==> src/rtl/irq_dispatch.sv <==
module irq_dispatch #(
  parameter int N = 24,
  parameter logic [31:0] ADDR_BASE = 32'hFEE0_0000,
  parameter int DEST_SH = 12,
  parameter int DMODE_SH = 2,
  parameter logic [2:0] DM_LEGACY = 3'b111
) (
  input  logic            clk,
  input  logic            rst_n,
  input  logic [N-1:0]    irq_in,
  input  logic [N-1:0]    ent_mask,
  input  logic [N-1:0]    ent_level,
  input  logic [N-1:0]    ent_dmode,
  input  logic [N*8-1:0]  ent_vec,
  input  logic [N*3-1:0]  ent_deliv,
  input  logic [N*16-1:0] ent_dest,
  input  logic [7:0]      ext_vec,
  input  logic            svc_req,
  input  logic            eoi_valid,
  input  logic [7:0]      eoi_vec,
  output logic            msg_valid,
  input  logic            msg_ready,
  output logic [31:0]     msg_addr,
  output logic [31:0]     msg_data
);
  localparam int IW = (N > 1) ? $clog2(N) : 1;

  logic [N-1:0]  irq_q, pend, rirr, rise, elig, eoi_hit, hs_sel, hs_edge, hs_lvl;
  logic [IW-1:0] sel, cur_idx;
  logic          armed, q_full, load, hs, eoi_go, eoi_arm, arm_set;
  logic [7:0]    q_vec, eoi_use, sel_vec;
  logic [2:0]    sel_deliv;

  assign rise    = irq_in & ~irq_q;
  assign elig    = pend & ~ent_mask & ~(ent_level & rirr);
  assign load    = ~msg_valid & armed & (|elig);
  assign hs      = msg_valid & msg_ready;
  assign eoi_go  = ~msg_valid & (q_full | eoi_valid);
  assign eoi_use = q_full ? q_vec : eoi_vec;
  assign hs_sel  = {N{hs}} & ({{(N-1){1'b0}}, 1'b1} << cur_idx);
  assign hs_edge = hs_sel & {N{~msg_data[15]}};
  assign hs_lvl  = hs_sel & {N{msg_data[15]}};
  assign eoi_arm = |(eoi_hit & pend & ~ent_mask);
  assign arm_set = svc_req | (|(rise & ~ent_level)) | (|(rise & ent_level & ~rirr)) | eoi_arm;

  for (genvar i = 0; i < N; i++) begin : g_eoi
    assign eoi_hit[i] = eoi_go & rirr[i] & (ent_vec[i*8 +: 8] == eoi_use);
  end

  always_comb begin
    sel = '0;
    for (int i = N - 1; i >= 0; i--)
      if (elig[i]) sel = IW'(i);
  end

  assign sel_deliv = ent_deliv[sel*3 +: 3];
  assign sel_vec   = (sel_deliv == DM_LEGACY) ? ext_vec : ent_vec[sel*8 +: 8];

  always_ff @(posedge clk) begin
    if (!rst_n) begin
      irq_q     <= '0;
      pend      <= '0;
      rirr      <= '0;
      armed     <= 1'b0;
      q_full    <= 1'b0;
      q_vec     <= '0;
      msg_valid <= 1'b0;
      msg_addr  <= '0;
      msg_data  <= '0;
      cur_idx   <= '0;
    end else begin
      irq_q <= irq_in;
      pend  <= (ent_level & irq_in) | (~ent_level & ((pend & ~hs_edge) | rise));
      rirr  <= (rirr | hs_lvl) & ~eoi_hit & ent_level;

      if (arm_set) armed <= 1'b1;
      else if (~msg_valid & ~(|elig)) armed <= 1'b0;

      if (eoi_valid & (msg_valid | q_full)) begin
        q_full <= 1'b1;
        q_vec  <= eoi_vec;
      end else if (eoi_go & q_full) begin
        q_full <= 1'b0;
      end

      if (load) begin
        msg_valid <= 1'b1;
        cur_idx   <= sel;
        msg_addr  <= ADDR_BASE | (32'(ent_dest[sel*16 +: 16]) << DEST_SH)
                   | (32'(ent_dmode[sel]) << DMODE_SH);
        msg_data  <= {16'h0, ent_level[sel], 4'h0, sel_deliv, sel_vec};
      end else if (hs) begin
        msg_valid <= 1'b0;
      end
    end
  end

  AST_HOLD_STABLE: assert property (@(posedge clk) disable iff (!rst_n)
    msg_valid && !msg_ready |=> msg_valid && $stable(msg_addr) && $stable(msg_data));
  AST_ADDR_BASE: assert property (@(posedge clk) disable iff (!rst_n)
    msg_valid |-> (msg_addr & ADDR_BASE) == ADDR_BASE && msg_addr[1:0] == 2'b00);
  AST_EDGE_NO_RIRR: assert property (@(posedge clk) disable iff (!rst_n)
    ##1 (rirr & ~$past(ent_level)) == '0);
  AST_UNMASKED_LOAD: assert property (@(posedge clk) disable iff (!rst_n)
    $rose(msg_valid) |-> (($past(ent_mask) >> cur_idx) & N'(1)) == '0);
  AST_LEVEL_ONCE: assert property (@(posedge clk) disable iff (!rst_n)
    $rose(msg_valid) && msg_data[15] |-> (($past(rirr) >> cur_idx) & N'(1)) == '0);
endmodule

==> config.mk <==
export PLATFORM = sky130hd
export DESIGN_NAME = irq_dispatch
export DESIGN_NICKNAME = d
export VERILOG_FILES = /design/src/rtl/irq_dispatch.sv
export SDC_FILE = /design/constraint.sdc
export NUM_CORES = 1
export LEC_CHECK = 0
export CAP_MARGIN = 0
export CORE_AREA = 5 5 317 319
export DETAILED_ROUTE_END_ITERATION = 8
export DIE_AREA = 0 0 322 324
export GPL_ROUTABILITY_DRIVEN = 1
export GPL_TIMING_DRIVEN = 0
export PLACE_DENSITY = 0.36
export RECOVER_POWER = 25
export SYNTH_ARGS = -nofsm -noshare
export SYNTH_HDL_FRONTEND = slang
export SYNTH_SLANG_ARGS = --single-unit
==> constraint.sdc <==
create_clock -name clk -period 3.7 [get_ports clk]
set_input_delay 0.37 -clock clk [delete_from_list [all_inputs] [get_ports clk]]
set_output_delay 0.37 -clock clk [all_outputs]
set_load 0.005 [all_outputs]
After elaboration in Yosys (flattened, before gate mapping)
Index checks and enable logic that the tools add are counted.
Storage, ports and cells
  logic and storage cells: 175
  output and inout port bits: 65
  input bits: 765
  bits in registers: 132
Cells by class
  mux-type cells: 36
  multiply operators: 1
  order comparisons: 1
  bitwise gates (word level): 91
  equal/unequal tests: 25
  reductions and logical operators: 7
  shifts and indexed selects: 4
Operator list (count)
  $and A24 B24 Y24: 17
  $shiftx A384 B10 Y13: 1
  $eq A8 B8 Y1: 24
  $shiftx A192 B9 Y8: 1
  $not A24 Y24: 7
  $mux W5: 24
  $reduce_or A24 Y1: 4
  $or A24 B24 Y24: 3
  $shiftx A72 B8 Y3: 1
  $and A1 B1 Y1: 55
  $or A32 B3 Y32: 1
  $shl A1 B5 Y24 const A: 1
  $mux W8: 2
  $bmux W1 S5: 2
  $mux W1: 8
  $mul A5 B2 Y7 const B: 1
  $lt A5 B6 Y1 const B: 1
  $reduce_bool A2 Y1: 3
  $or A1 B1 Y1: 5
  $eq A3 B3 Y1 const B: 1
  $not A1 Y1: 3

Longest topological paths before layout
  depth in word-level cells: 31
  gate-level depth with buffers: 15
  depth with buffers taken out: 11

Worst setup path before layout
Ideal clock, no wire load.
  kind: input -> register
  start point: input port ent_mask[10]
  end point: register msg_data[0]
  data required time: 3.621 ns
  setup slack: 0.814 ns
  path buffers: 3
  stages: 14
  setup time: 0.079 ns
  data arrival time: 2.807 ns
  path through: nor2b_1 a22o_1 o211ai_1 nor3_4 a21o_1 buf_6 buf_6 buf_4 nand2_1 a22oi_1 o22ai_1 a211o_1 or3_1 o211ai_1
On the way
  word-level cells in the longest chain between the ends: 18
  elaborated cells on any way between the ends: 21
  those cells by class: mul: 1; eq/ne: 1; shift: 2; mux: 12; bitwise: 4; reduce/logical: 1
Ends and longest elaborated chain
  start: declaration: line 11  | input logic [N-1:0] ent_mask,
  $not A24 Y24 (*): line 35  | assign elig = pend & ~ent_mask & ~(ent_level & rirr);
  $and A24 B24 Y24 (*) (2 in series): line 35
  $mux W5 (11 in series): line 53  | if (elig[i]) sel = IW'(i);
  $mul A5 B2 Y7: line 56  | assign sel_deliv = ent_deliv[sel*3 +: 3];
  $shiftx A72 B8 Y3: line 56
  $eq A3 B3 Y1: line 57  | assign sel_vec = (sel_deliv == DM_LEGACY) ? ext_vec : ent_vec[sel*8 +: 8];
  $mux W8: line 57
  end signal: assignment: line 91  | msg_data <= {16'h0, ent_level[sel], 4'h0, sel_deliv, sel_vec};
  end: declaration: line 24  | output logic [31:0] msg_data
Every way passes the cells marked *; elsewhere a longest branch is shown, timed or not.
A chain may end at the register's enable or synchronous reset.

Final worst setup path
  start point: input port ent_level[1]
  end point: register msg_data[15]
On the way
  word-level cells in the longest chain between the ends: 7
  elaborated cells on any way between the ends: 9
  those cells by class: mux: 4; bitwise: 4; reduce/logical: 1
Ends and longest elaborated chain
  start: declaration: line 12  | input logic [N-1:0] ent_level,
  $and A24 B24 Y24: line 35
  $not A24 Y24: line 35
  $and A24 B24 Y24: line 35
  $mux W5 (2 in series): line 53
  $bmux W1 S5: line 91
  $mux W1 (not written as such): line 91
Several ways; a longest one is shown, not always the timed one. The select of a mux whose other input is x is not followed.

==> results by group <==
Cells and area
  – Final nets: 3579
  – Area growth syn-to-layout: 76.4%
  – Fillers: 11080
  – Multi-input gate area: 11100 sq um
  – Register area: 2240 sq um
  – Fin cells: 4142
  – Share of cells above drive strength 1: 0.122

Clocking
  – CTS tree: yes
  – Max Buffers Root-to-Sink: 2
  – Clk_lat worst skew: 0.41 ns
  – Clock slew at reported path FFs: 0.09 ns
  – H-tree depth: 3
  – CTS Sinks: 112
  – Clk root buf: clkbuf_16
  – CTS Buf Count: 9

Yosys
  – Syn Inst Count: 2085
  – Synth top area cells: dfxtp_1, nand2_1, nand3_1
  – Most used DFF post-synth: dfxtp_1
  – Synth top cells by count: nand2_1, nand3_1, dfxtp_1
  – Seq/Total Area, Yosys: 0.166
  – Post-synth EDFFs: 0
  – Top-count cell post-synth: nand2_1
  – Cell taking the most area after synthesis: dfxtp_1
  – Mapped Avg Cell Area: 6.48 sq um
  – Share of the synthesized area in the top cell type: 0.166
  – Yosys warns: 0
  – #FFs+latches synth: 112
  – Ys async rst share: 0
  – Synthesized area: 13500 sq um
  – Synth cell types: 77

Timing
  – Final Max Slew Viols: 9
  – Final Setup Violations: 0
  – Clock skew: 0.0241 ns
  – RSZ-0062 raised after global routing: no
  – Worst Tran Pin Value: 1.51 ns
  – Achievable frequency: 273 MHz
  – Tmin final: 3.66 ns
  – Slew margin rel.: -0.0193
  – Fin crit share: 0.990
  – Final Hold Fails: 0
  – Fin worst setup slack: 0.0374 ns

Critical path
  – CP Capture Type: flip-flop
  – Critical Path Start Type: primary input
  – CP Data Arrival Time: 3.97 ns
  – Worst-path maximum fanout: 10
  – Setup CP Type: primary input to flip-flop
  – CP required: 4.01 ns

Place
  – Placed Instances: 4058
  – IO buf count: 654
  – Dpl hpwl: 115000 microns
  – Dpl ws: -2.37 ns
  – Placer Congestion: 0.933

Route
  – Routed WL: 134000 microns
  – Via Count: 19189
  – WL per Instance: 32.3 microns
  – 1st-iter DRT viols: 1675
  – DRT Pass-1 Iters: 5
  – Drc violations: 0
  – Routed Antenna Nets: 0
  – Avg Vias per Cell: 4.63

Global route
  – Antenna violations before repair: 87
  – M3 GR Usage: 0.0801
  – Tot GR Track Use: 0.242
  – Grt met2 use: 0.422
  – Overflow left after global routing: 0
  – Vias in the first global route: 18973
  – Largest net degree at the start of global routing: 23
  – Layer with the highest usage: met2
  – First-pass GRT wire length: 173000 microns
  – M1 GR Usage: 0.295

Min path
  – Hold Crit Class: primary input to flip-flop

Run status
  – Run status: complete, but fails checks
  – Failing checks: capacitance limit, slew limit

Job
  – Max_cap viols: 1

Die
  – Die X: 322 microns
  – Initial Util: 0.138
  – Cell Rows: 115
  – Core area: 97600 sq um
  – Die ar.: 104000 sq um
  – I/O Pins: 830
  – Die H: 324 microns

Power
  – Worst IR Drop VDD: 247 uV
  – Pwr/cell area: 320 nW/um^2
  – Static leakage: 9.14 nW
==> kinds of logic (layout without fill, tap and decap cells) <==
| kind of cell | Yosys count | count (layout) | share of synthesized area |
|---|---|---|---|
| AND/OR/NAND/NOR | 1118 | 1118 | 0.387 |
| AO/OA/AOI/OAI | 403 | 404 | 0.217 |
| buffers and inverters | 233 | 936 | 0.0856 |
| XOR/XNOR | 192 | 192 | 0.125 |
| flip-flops | 112 | 112 | 0.166 |
| multiplexers | 26 | 26 | 0.0194 |
| other | 1 | 67 | 0.000278 |
==> per-layer routing <==
| metal | vias up | share of wire |
|---|---|---|
| li1 | 8828 | - |
| met1 | 9222 | 0.40 |
| met2 | 913 | 0.48 |
| met3 | 168 | 0.098 |
| met4 | 58 | 0.023 |
| met5 | - | 0.0027 |
==> placed cells by master, fill, tap and decap left out, types with 18 or more instances in the layout <==
cell type	count
conb_1	31
mux2i_1	18
diode_2	36
buf_4	103
dfxtp_1	111
clkbuf_4	19
o21ai_0	72
clkdlybuf4s50_1	603
buf_2	19
a31oi_1	20
o2111a_1	25
o211ai_1	18
a41o_1	19
a21oi_1	77
buf_6	20
a311oi_1	29
clkbuf_1	22
nand4_1	44
nand2_1	573
xnor2_1	90
a311oi_2	20
and3_1	76
clkbuf_2	20
xor2_1	102
nor2b_1	32
and2_1	28
dlygate4sd3_1	26
inv_1	43
nor2_1	61
nand3_1	182
==> sequential cells by signal, indices dropped and copies added (netlist names) <==
name       cells
msg_valid      1
cur_idx        5
armed          1
rirr          24
q_full         1
msg_data      12
msg_addr      12
pend          24
irq_q         24
q_vec          8
==> worst paths after layout <==
kind | startpoint | cells after the start | slack [ns] | endpoint
setup / recovery | ent_level[1] | 13 | 0.04 | msg_data[15]
hold / removal | ent_level[15] | 2 | 0.40 | rirr[15]
setup reg to reg | q_full | 9 | 0.05 | armed
hold reg to reg | msg_data[8] | 2 | 0.49 | msg_data[8]
==> power breakdown <==
part	switching (W)	internal [W]	leakage (nW)
combinational	0.00307	0.00209	8.07
sequential	0.0000553	0.00130	0.922
clock	0.000620	0.000487	0.151
total	0.00375	0.00388	9.14
==> critical path, cell delays in order <==
cell             delay, ns
clkdlybuf4s50_1       0.70
a21oi_4               0.17
nor4_2                0.46
o211a_1               0.27
buf_4                 0.24
clkbuf_8              0.24
clkbuf_4              0.24
buf_8                 0.22
buf_8                 0.24
a21oi_1               0.11
o21ai_2               0.30
a21oi_1               0.14
o31ai_1               0.22
==> cell type report <==
| class | instances | share of cell area |
|---|---|---|
| diodes | 36 | 0.00378 |
| inverters | 43 | 0.00678 |
| plain buffers | 189 | 0.0612 |
| flip-flops and latches | 112 | 0.0942 |
| clock inverters | 7 | 0.00362 |
| clock buffers | 9 | 0.00946 |
| repair buffers | 688 | 0.287 |
| well taps | 1287 | 0.0676 |
| multi-input cells | 1771 | 0.467 |
==> through the flow <==
step	hold slack [ns]	total power, W	instance area, sq um	util	setup TNS, ns
final	0.403	0.00762	23800	0.244	0
after global routing	0.382	0.00802	23800	0.243	0
after CTS	0.451	0.00754	23300	0.239	0
after detailed placement	0.461	0.00594	21800	0.223	-59.66
after global placement	0.447	0.00595	21800	0.223	-74.96
after floorplan	0.445	0.00344	13600	-	0
==> what timing repair did <==
action	4_1_cts	5_1_grt
hold buffers	0	0
pin swaps	31	21
gates resized for setup	289	93
setup endpoints to repair	47	29
cloned	0	1
setup buffers	18	14
Power figures use the tool's default switching activity.
